File: config.mk
export PLATFORM = sky130hd
export DESIGN_NAME = trig_decide
export DESIGN_NICKNAME = d
export VERILOG_FILES = /design/src/rtl/trig_decide_pkg.sv /design/src/rtl/trig_in_latch.sv /design/src/rtl/trig_cfg_regs.sv /design/src/rtl/trig_autodis.sv /design/src/rtl/trig_combine.sv /design/src/rtl/trig_decide.sv
export SDC_FILE = /design/constraint.sdc
export NUM_CORES = 1
export LEC_CHECK = 0
export ABC_AREA = 1
export BUFFER_PORTS_ARGS = -buffer_cell sky130_fd_sc_hd__buf_4
export CAP_MARGIN = 0
export CORE_MARGIN = 8
export CORE_UTILIZATION = 30
export DETAILED_ROUTE_END_ITERATION = 10
export RECOVER_POWER = 100
export SLEW_MARGIN = 20
export SYNTH_ARGS = -nofsm -noshare
export SYNTH_HDL_FRONTEND = slang
export SYNTH_SLANG_ARGS = --single-unit
File: constraint.sdc
create_clock -name clk -period 1.5 [get_ports clk]
set_clock_uncertainty 0.15 [all_clocks]
set_input_delay 0.3 -clock clk [delete_from_list [all_inputs] [get_ports clk]]
set_output_delay 0.3 -clock clk [all_outputs]
set_load 0.01 [all_outputs]
File: src/rtl/trig_decide_pkg.sv
package trig_decide_pkg;

    parameter int EG_W   = 8;
    parameter int BUSY_W = 8;
    parameter int GLB_W  = 4;
    parameter int IND_W  = 2;
    parameter int REG_DW = 16;
    parameter int REG_AW = 2;
    parameter int MASK_W = (EG_W > BUSY_W) ? EG_W : BUSY_W;

    localparam logic [REG_AW-1:0] ADDR_EXPO = 2'd0;
    localparam logic [REG_AW-1:0] ADDR_GATE = 2'd1;
    localparam logic [REG_AW-1:0] ADDR_OBEY = 2'd2;
    localparam logic [REG_AW-1:0] ADDR_AUTO = 2'd3;

    localparam int GATE_CORR_LSB   = BUSY_W;
    localparam int GATE_DECORR_LSB = BUSY_W + GLB_W;
    localparam int OB_PRESC = IND_W;
    localparam int OB_AUTO  = IND_W + 1;
    localparam int OB_LO    = IND_W + 2;
    localparam int OB_HI    = IND_W + 3;
    localparam int OB_KILL  = 8;

    typedef struct packed {
        logic [1:0]        paof;
        logic [EG_W-1:0]   eg_lo;
        logic [EG_W-1:0]   eg_hi;
        logic [BUSY_W-1:0] busy;
        logic [GLB_W-1:0]  corr;
        logic [GLB_W-1:0]  decorr;
        logic [IND_W-1:0]  ind;
        logic              presc;
    } rt_in_t;

    typedef struct packed {
        logic [EG_W-1:0]   eg_lo_m;
        logic [EG_W-1:0]   eg_hi_m;
        logic [BUSY_W-1:0] busy_m;
        logic [GLB_W-1:0]  corr_m;
        logic [GLB_W-1:0]  decorr_m;
        logic [IND_W-1:0]  obey_ind;
        logic              obey_presc;
        logic              obey_auto;
        logic              obey_lo;
        logic              obey_hi;
        logic              kill;
    } cfg_t;

    typedef struct packed {
        logic andor;
        logic expo;
        logic corr_en;
        logic decorr_en;
        logic exposed;
        logic fired;
    } dec_t;

    // AND of the selected bits; an empty selection reads as true
    function automatic logic sel_all(input logic [MASK_W-1:0] v,
                                     input logic [MASK_W-1:0] m);
        return &(v | ~m);
    endfunction

    // OR of the selected bits; an empty selection reads as false
    function automatic logic sel_any(input logic [MASK_W-1:0] v,
                                     input logic [MASK_W-1:0] m);
        return |(v & m);
    endfunction

endpackage

File: src/rtl/trig_in_latch.sv
module trig_in_latch
    import trig_decide_pkg::*;
(
    input  logic   clk,
    input  logic   rst,
    input  rt_in_t d,
    output rt_in_t q
);
    always_ff @(posedge clk) begin
        if (rst) q <= '0;
        else     q <= d;
    end
endmodule

File: src/rtl/trig_cfg_regs.sv
module trig_cfg_regs
    import trig_decide_pkg::*;
(
    input  logic              clk,
    input  logic              rst,
    input  logic              wr_en,
    input  logic [REG_AW-1:0] wr_addr,
    input  logic [REG_DW-1:0] wr_data,
    output cfg_t              cfg
);
    logic wr_unused;
    assign wr_unused = ^{wr_data[7:OB_HI+1], wr_data[REG_DW-1:OB_KILL+1]};

    always_ff @(posedge clk) begin
        if (rst) begin
            cfg      <= '0;
            cfg.kill <= 1'b1;
        end else if (wr_en) begin
            case (wr_addr)
                ADDR_EXPO: begin
                    cfg.eg_lo_m <= wr_data[EG_W-1:0];
                    cfg.eg_hi_m <= wr_data[2*EG_W-1:EG_W];
                end
                ADDR_GATE: begin
                    cfg.busy_m   <= wr_data[BUSY_W-1:0];
                    cfg.corr_m   <= wr_data[GATE_CORR_LSB +: GLB_W];
                    cfg.decorr_m <= wr_data[GATE_DECORR_LSB +: GLB_W];
                end
                ADDR_OBEY: begin
                    cfg.obey_ind   <= wr_data[IND_W-1:0];
                    cfg.obey_presc <= wr_data[OB_PRESC];
                    cfg.obey_auto  <= wr_data[OB_AUTO];
                    cfg.obey_lo    <= wr_data[OB_LO];
                    cfg.obey_hi    <= wr_data[OB_HI];
                    cfg.kill       <= wr_data[OB_KILL];
                end
                default: ;
            endcase
        end
    end
endmodule

File: src/rtl/trig_autodis.sv
module trig_autodis (
    input  logic clk,
    input  logic rst,
    input  logic ctl_wr,
    input  logic ctl_bit,
    input  logic fired,
    output logic auto_dis
);
    logic arm_hold_q;
    logic dis_q;

    always_ff @(posedge clk) begin
        if (rst) begin
            arm_hold_q <= 1'b0;
            dis_q      <= 1'b1;
        end else begin
            if (ctl_wr) arm_hold_q <= ctl_bit;
            if (arm_hold_q && ctl_wr && !ctl_bit) dis_q <= 1'b0;
            else if (arm_hold_q)                  dis_q <= 1'b1;
            else if (fired)                       dis_q <= 1'b1;
        end
    end

    assign auto_dis = dis_q | arm_hold_q;
endmodule

File: src/rtl/trig_combine.sv
module trig_combine
    import trig_decide_pkg::*;
(
    input  rt_in_t in,
    input  cfg_t   cfg,
    input  logic   auto_dis,
    output dec_t   dec
);
    logic lo_ok, hi_ok, busy_g, corr_g, decorr_g, ind_g, presc_g, auto_g;

    always_comb begin
        lo_ok    = sel_all(MASK_W'(in.eg_lo), MASK_W'(cfg.eg_lo_m));
        hi_ok    = sel_all(MASK_W'(in.eg_hi), MASK_W'(cfg.eg_hi_m));
        busy_g   = sel_any(MASK_W'(in.busy), MASK_W'(cfg.busy_m));
        corr_g   = sel_any(MASK_W'(in.corr), MASK_W'(cfg.corr_m));
        decorr_g = sel_any(MASK_W'(in.decorr), MASK_W'(cfg.decorr_m));
        ind_g    = |(in.ind & cfg.obey_ind);
        presc_g  = in.presc & cfg.obey_presc;
        auto_g   = auto_dis & cfg.obey_auto;

        dec.andor     = (in.paof[0] | ~cfg.obey_lo) & (in.paof[1] | ~cfg.obey_hi);
        dec.expo      = lo_ok & hi_ok;
        dec.corr_en   = ~(busy_g | corr_g);
        dec.decorr_en = ~(decorr_g | ind_g | presc_g | auto_g | cfg.kill);
        dec.exposed   = dec.expo & dec.corr_en & dec.decorr_en;
        dec.fired     = dec.exposed & dec.andor;
    end
endmodule

File: src/rtl/trig_decide.sv
module trig_decide
    import trig_decide_pkg::*;
(
    input  logic              clk,
    input  logic              rst,
    input  logic              wr_en,
    input  logic [REG_AW-1:0] wr_addr,
    input  logic [REG_DW-1:0] wr_data,
    input  logic [1:0]        paof_in,
    input  logic [EG_W-1:0]   eg_lo_in,
    input  logic [EG_W-1:0]   eg_hi_in,
    input  logic [BUSY_W-1:0] busy_in,
    input  logic [GLB_W-1:0]  gdis_corr_in,
    input  logic [GLB_W-1:0]  gdis_decorr_in,
    input  logic [IND_W-1:0]  ind_dis_in,
    input  logic              presc_dis_in,
    output logic              trig_fired,
    output logic              trig_exposed,
    output logic              andor_fired,
    output logic              expo_en,
    output logic              daq_en_corr,
    output logic              daq_en_decorr,
    output logic              auto_dis
);
    rt_in_t raw, lat;
    cfg_t   cfg;
    dec_t   dec;

    assign raw = '{paof: paof_in, eg_lo: eg_lo_in, eg_hi: eg_hi_in,
                   busy: busy_in, corr: gdis_corr_in, decorr: gdis_decorr_in,
                   ind: ind_dis_in, presc: presc_dis_in};

    trig_in_latch u_latch (.clk(clk), .rst(rst), .d(raw), .q(lat));

    trig_cfg_regs u_cfg (.clk(clk), .rst(rst), .wr_en(wr_en),
                         .wr_addr(wr_addr), .wr_data(wr_data), .cfg(cfg));

    trig_autodis u_auto (.clk(clk), .rst(rst),
                         .ctl_wr(wr_en && wr_addr == ADDR_AUTO),
                         .ctl_bit(wr_data[0]), .fired(dec.fired),
                         .auto_dis(auto_dis));

    trig_combine u_comb (.in(lat), .cfg(cfg), .auto_dis(auto_dis), .dec(dec));

    assign trig_fired    = dec.fired;
    assign trig_exposed  = dec.exposed;
    assign andor_fired   = dec.andor;
    assign expo_en       = dec.expo;
    assign daq_en_corr   = dec.corr_en;
    assign daq_en_decorr = dec.decorr_en;
endmodule

# [Yosys cells after proc, flatten, opt, wreduce, memory -nomap -nowiden]
# Cells that the tools add are included.
[word_totals] register_bits=78 latchBits=0 ram_bits=0 rom_bits=0 out_inout_bits=7 memories=0
[op_classes] n_addsub=0 n_mul=0 div_mod_pow=0 order_cmp=0 eq_ne=3 shift=0 muxes=3 bitwise=27 n_reduce_logical=15
[ops] cell="$reduce_or 8->1" n=3
[ops] cell="$not 8->8" n=2
[ops] cell="$or 8x8->8" n=2
[ops] cell="$reduce_and 8->1" n=2
[ops] cell="$and 4x4->4" n=2
[ops] cell="$and 8x8->8" n=1
[ops] cell="$or 1x1->1" n=8
[ops] cell="$and 1x1->1" n=7
[ops] cell="$reduce_and 2->1" n=3
[ops] cell="$eq 2x2->1 const B" n=2
[ops] cell="$not 1->1" n=4
[ops] cell="$logic_and 1x1->1" n=3
[ops] cell="$mux 1" n=3
[ops] cell="$reduce_bool 3->1" n=1
[ops] cell="$and 2x2->2" n=1
[ops] cell="$eq 2x1->1 const B" n=1
[ops] cell="$logic_not 2->1" n=1
[ops] cell="$reduce_or 2->1" n=1
[ops] cell="$logic_not 1->1" n=1

# [Longest topological paths before layout]
[depth] depth_word=12 depth_mapped=10

# [By module]
# From an unflattened synthesis, not the netlist that was laid out.
[hier_totals] cells_unflattened=476 area_unflattened_um2=3226.8
[by_module_without_submodules] mod="trig_cfg_regs" n_inst=1 cells_per_inst=253 area_per_inst_um2=1681.6
[by_module_without_submodules] mod="trig_in_latch" n_inst=1 cells_per_inst=115 area_per_inst_um2=1068.5
[by_module_without_submodules] mod="trig_combine" n_inst=1 cells_per_inst=90 area_per_inst_um2=365.4
[by_module_without_submodules] mod="trig_autodis" n_inst=1 cells_per_inst=15 area_per_inst_um2=97.6
[by_module_without_submodules] mod="trig_decide" n_inst=1 cells_per_inst=3 area_per_inst_um2=13.8

# [Least setup slack after synthesis]
# Ideal clock, no wire load.
[synth_path] kind="reg-to-output" startpoint="register u_auto.arm_hold_q" endpoint="output trig_fired" t_arrival_ps=971 t_required_ps=1050 slack_ps=79 path_stages_with_launch=8 cell_sequence="dfxtp_1 -> inv_2 -> nand2_1 -> nand2_1 -> nand3_2 -> nor2_4 -> nand4_2 -> inv_1"
[synth_between] elab_chain_len=7
[synth_lines] element="start, declared" line="trig_autodis.sv:9" rtl="logic arm_hold_q;"
[synth_lines] element="start signal, assigned" line="trig_autodis.sv:17" rtl="if (ctl_wr) arm_hold_q <= ctl_bit;"
[synth_lines] element="$or 1x1->1" line="trig_autodis.sv:24" rtl="assign auto_dis = dis_q | arm_hold_q;"
[synth_lines] element="via auto_dis" line="trig_decide.sv:23" rtl="output logic auto_dis"
[synth_lines] element="$and 1x1->1" line="trig_combine.sv:19" rtl="auto_g = auto_dis & cfg.obey_auto;"
[synth_lines] element="$or 1x1->1 (2 in a row)" line="trig_combine.sv:24" rtl="dec.decorr_en = ~(decorr_g | ind_g | presc_g | auto_g | cfg.kill);"
[synth_lines] element="$not 1->1" line="trig_combine.sv:24"
[synth_lines] element="via daq_en_decorr" line="trig_decide.sv:22" rtl="output logic daq_en_decorr,"
[synth_lines] element="$and 1x1->1" line="trig_combine.sv:25" rtl="dec.exposed = dec.expo & dec.corr_en & dec.decorr_en;"
[synth_lines] element="$and 1x1->1" line="trig_combine.sv:26" rtl="dec.fired = dec.exposed & dec.andor;"
[synth_lines] element="end, declared" line="trig_decide.sv:17" rtl="output logic trig_fired,"
# The timed path passes the listed nets, and every way through them passes these cells.

# [Worst setup path after layout]
[layout_path] startpoint="register u_latch.q[23] in the netlist's numbering" endpoint="output trig_fired"
[layout_between] elab_chain_len=6
[layout_lines] element="start, declared" line="trig_in_latch.sv:7" rtl="output rt_in_t q"
[layout_lines] element="start signal, assigned" line="trig_in_latch.sv:10" rtl="if (rst) q <= '0;"
[layout_lines] element="start signal, assigned" line="trig_in_latch.sv:11" rtl="else q <= d;"
[layout_lines] element="$or 8x8->8" line="trig_decide_pkg.sv:61" rtl="return &(v | ~m);"
[layout_lines] element="$reduce_and 8->1" line="trig_decide_pkg.sv:61"
[layout_lines] element="$and 1x1->1" line="trig_combine.sv:22" rtl="dec.expo = lo_ok & hi_ok;"
[layout_lines] element="$and 1x1->1 (2 in a row)" line="trig_combine.sv:25"
[layout_lines] element="$and 1x1->1" line="trig_combine.sv:26"
# No other way between the ends.

==> key figures <==
Run status
  – Status: complete, but fails checks
  – Failing checks: setup timing

Yosys
  – Post-synthesis adder-cell area fraction: 0%
  – FFs w/ async S/R, synth: 0%
  – Synth top area share: 54.36%
  – Register area share after synthesis: 54.36%
  – Post-Synth Simple-Gate Area: 21.08%
  – Mux share of post-synthesis cell area: 0%
  – Synth Area in Compound Gates: 11.19%
  – Main combinational cell family by area after synthesis: simple AND/OR/NAND/NOR gates
  – Top area cells in the synthesized netlist: dfxtp_1, inv_1, nor2_1
  – Yosys Warn Count: 0
  – Synthesized instance count: 390
  – Top cells by count, synth: inv_1, nor2_1, dfxtp_1
  – Post-synth top area cell: dfxtp_1
  – FF+latch count, synth: 78
  – Xor/xnor cell area share of the yosys netlist: 0%
  – Avg Synthesized Cell Area: 7.366 sq um
  – Number of flops mapped to enable cells by yosys: 0
  – Synthesized cell area: 2873 sq um
  – Synthesized net count: 448
  – Library cells used by synthesis: 20
  – Synth Flop Type: dfxtp_1

Routing
  – Antenna-violating nets left: 0
  – Vias per cell: 4.024
  – DR WL/cell: 11.00 microns
  – Drt total wl: 6.777 mm
  – DR DRC count: 0
  – DR pass1 iterations: 4
  – DR vias: 2479
  – Iter 0 DRT Violations: 99

Worst setup path
  – Crit path launch type: flip-flop
  – Slowest-stage cell, CP: dfxtp_1
  – Critical path cell sequence: inv_1, nand2_1, nand2_2, nor2_4, nand2_2, nor2_4, nand4_4, inv_2, buf_6
  – Critical path fanouts, max: 3
  – Worst path required time: 1.05 ns
  – Worst path max stage delay: 0.31 ns
  – WP data arrival: 1.48 ns
  – CP Capture Type: output pin
  – Crit path kind: reg -> out

CTS
  – Clock Latency Late Sink: 0.35 ns
  – Worst-path clk slew: 0.08 ns
  – CTS tree: done
  – CTS Sinks: 78
  – Clock Tree Buf Depth: 2
  – H-tree lvl count: 3
  – Num CTS Buffers: 9
  – Root Driver: clkbuf_8

GRT
  – Initial antenna violation count: 0
  – Vias in the first global route: 2506
  – GRT overflow: 0
  – First-pass GRT wire length: 11.70 mm
  – Tot GR Track Use: 11.34%
  – Largest net degree at the start of global routing: 40

Timing
  – Final period utilization: 128.5%
  – Final Max Tran Viols: 0
  – Rel. slew slack: 51.08%
  – Final hold vios: 0
  – Final setup vio count: 6
  – Unrepaired setup endpoints after global routing: yes
  – Worst Tran Pin Value: 0.7338 ns
  – Max Fclk: 518.7 MHz
  – Min cycle time layout: 1.928 ns
  – Worst setup margin: -0.4279 ns

Place
  – IO buf count: 64
  – Dpl hpwl: 5.040 mm
  – Gpl congestion: 0.7709

Min path
  – Worst min-delay path class: in -> reg

Pwr
  – Leak pwr: 1.946 nW
  – PwrDens: 1106 nW/um^2
  – Total power: 0.004503 W
  – Max VDD drop: 409.5 uV

Die
  – I/O Pins: 65
  – Die width: 113.9 microns
  – Vert. Die Dim: 113.9 microns
  – Die ar.: 12960 sq um
  – Standard-cell rows: 35
  – Starting density of the core: 30.94%
  – CORE AREA: 9284 sq um

Cells and area
  – Ant. Diodes: 0
  – Layout cell share with drive strength beyond 1: 24.85%
  – Syn-to-layout area delta: 41.68%
  – Nets: 540
  – Finished Core Util: 43.84%

Flow run
  – Max_cap viols: 0
where the power goes:
group,leakage (nW),switching (W),internal (W)
combinational,1.19,0.000268,0.000289
clock,0.106,0.000778,0.000942
sequential,0.646,0.0000445,0.00218
total,1.95,0.00109,0.00341
state kept, by name, summed over array words and instances (netlist names):
register           flops
u_latch.q             37
u_auto.dis_q           1
u_auto.arm_hold_q      1
u_cfg.cfg             39
cell type report:
cell class,instances,area [sq um]
Clock buffer,9,123.9
Clock inverter,7,97.59
Fill cell,969,5214
Inverter,86,322.8
Multi-Input combinational cell,213,987.2
Sequential cell,78,1572
Tap cell,129,161.4
Timing Repair Buffer,94,805.8
logic make-up (layout without fill, tap and decap cells):
logic type,Yosys count,after routing
flops,78,78
compound gates,63,63
simple gates,150,150
buf+inv,99,196
metal layers:
metal,global-route usage (%),routed length (microns),vias up
met4,4.348,122,0
li1,-,-,1343
met1,13.37,3029,1067
met5,0,0,-
met2,18.90,3305,57
met3,3.434,320,12
critical path: cells and delay by family (launching register included):
kind                   cells  cell delay, ns
DFF                        1            0.31
buffers and inverters      3            0.20
and+or+nand+nor            6            0.62
final timing paths:
path / startpoint / end / slack (ns) / cells after the start
setup / recovery: u_latch.q[23]$_SDFF_PP0_ / trig_fired / -0.43 / 9
hold / removal: eg_hi_in[0] / u_latch.q[19]$_SDFF_PP0_ / 0.007 / 3
setup reg to reg: u_latch.q[23]$_SDFF_PP0_ / u_auto.dis_q$_SDFFE_PP1P_ / 0.16 / 10
hold reg to reg: u_cfg.cfg[13]$_SDFFE_PP0P_ / u_cfg.cfg[13]$_SDFFE_PP0P_ / 0.30 / 2
through the flow:
stage / cells / worst slack [ns] / hold WS [ns] / TNS (ns) / cell area [sq um]
floorplan: 390 / 0.07912 / 0.2570 / 0 / 2873
global placement: 577 / -0.06300 / 0.2809 / -0.1331 / 3556
CTS: 615 / -0.4166 / 0.0005308 / -1.885 / 4021
finish: 616 / -0.4279 / 0.007029 / -1.932 / 4070
global route: 616 / -0.5431 / 0.005709 / -2.516 / 4070
detailed placement: 577 / -0.09833 / 0.2890 / -0.2228 / 3556
layout by cell type (no fill, tap or decap), types with 7 or more instances in the layout:
master,instances
inv_2,8
dfxtp_1,70
buf_6,7
a21oi_1,21
nand2_1,51
dlygate4sd3_1,23
inv_1,78
clkbuf_8,9
o21ai_0,36
nor2_1,78
buf_4,57
dfxtp_2,8
timing repair:
item | in CTS | in global routing
hold buffers | 22 | 1
buffers inserted | 0 | 0
hold endpoints to repair | 22 | 1
pin swaps | 0 | 13
endpoints found under the setup margin | 6 | 6
gates resized for setup | 7 | 33
Power figures use the tool's default switching activity.
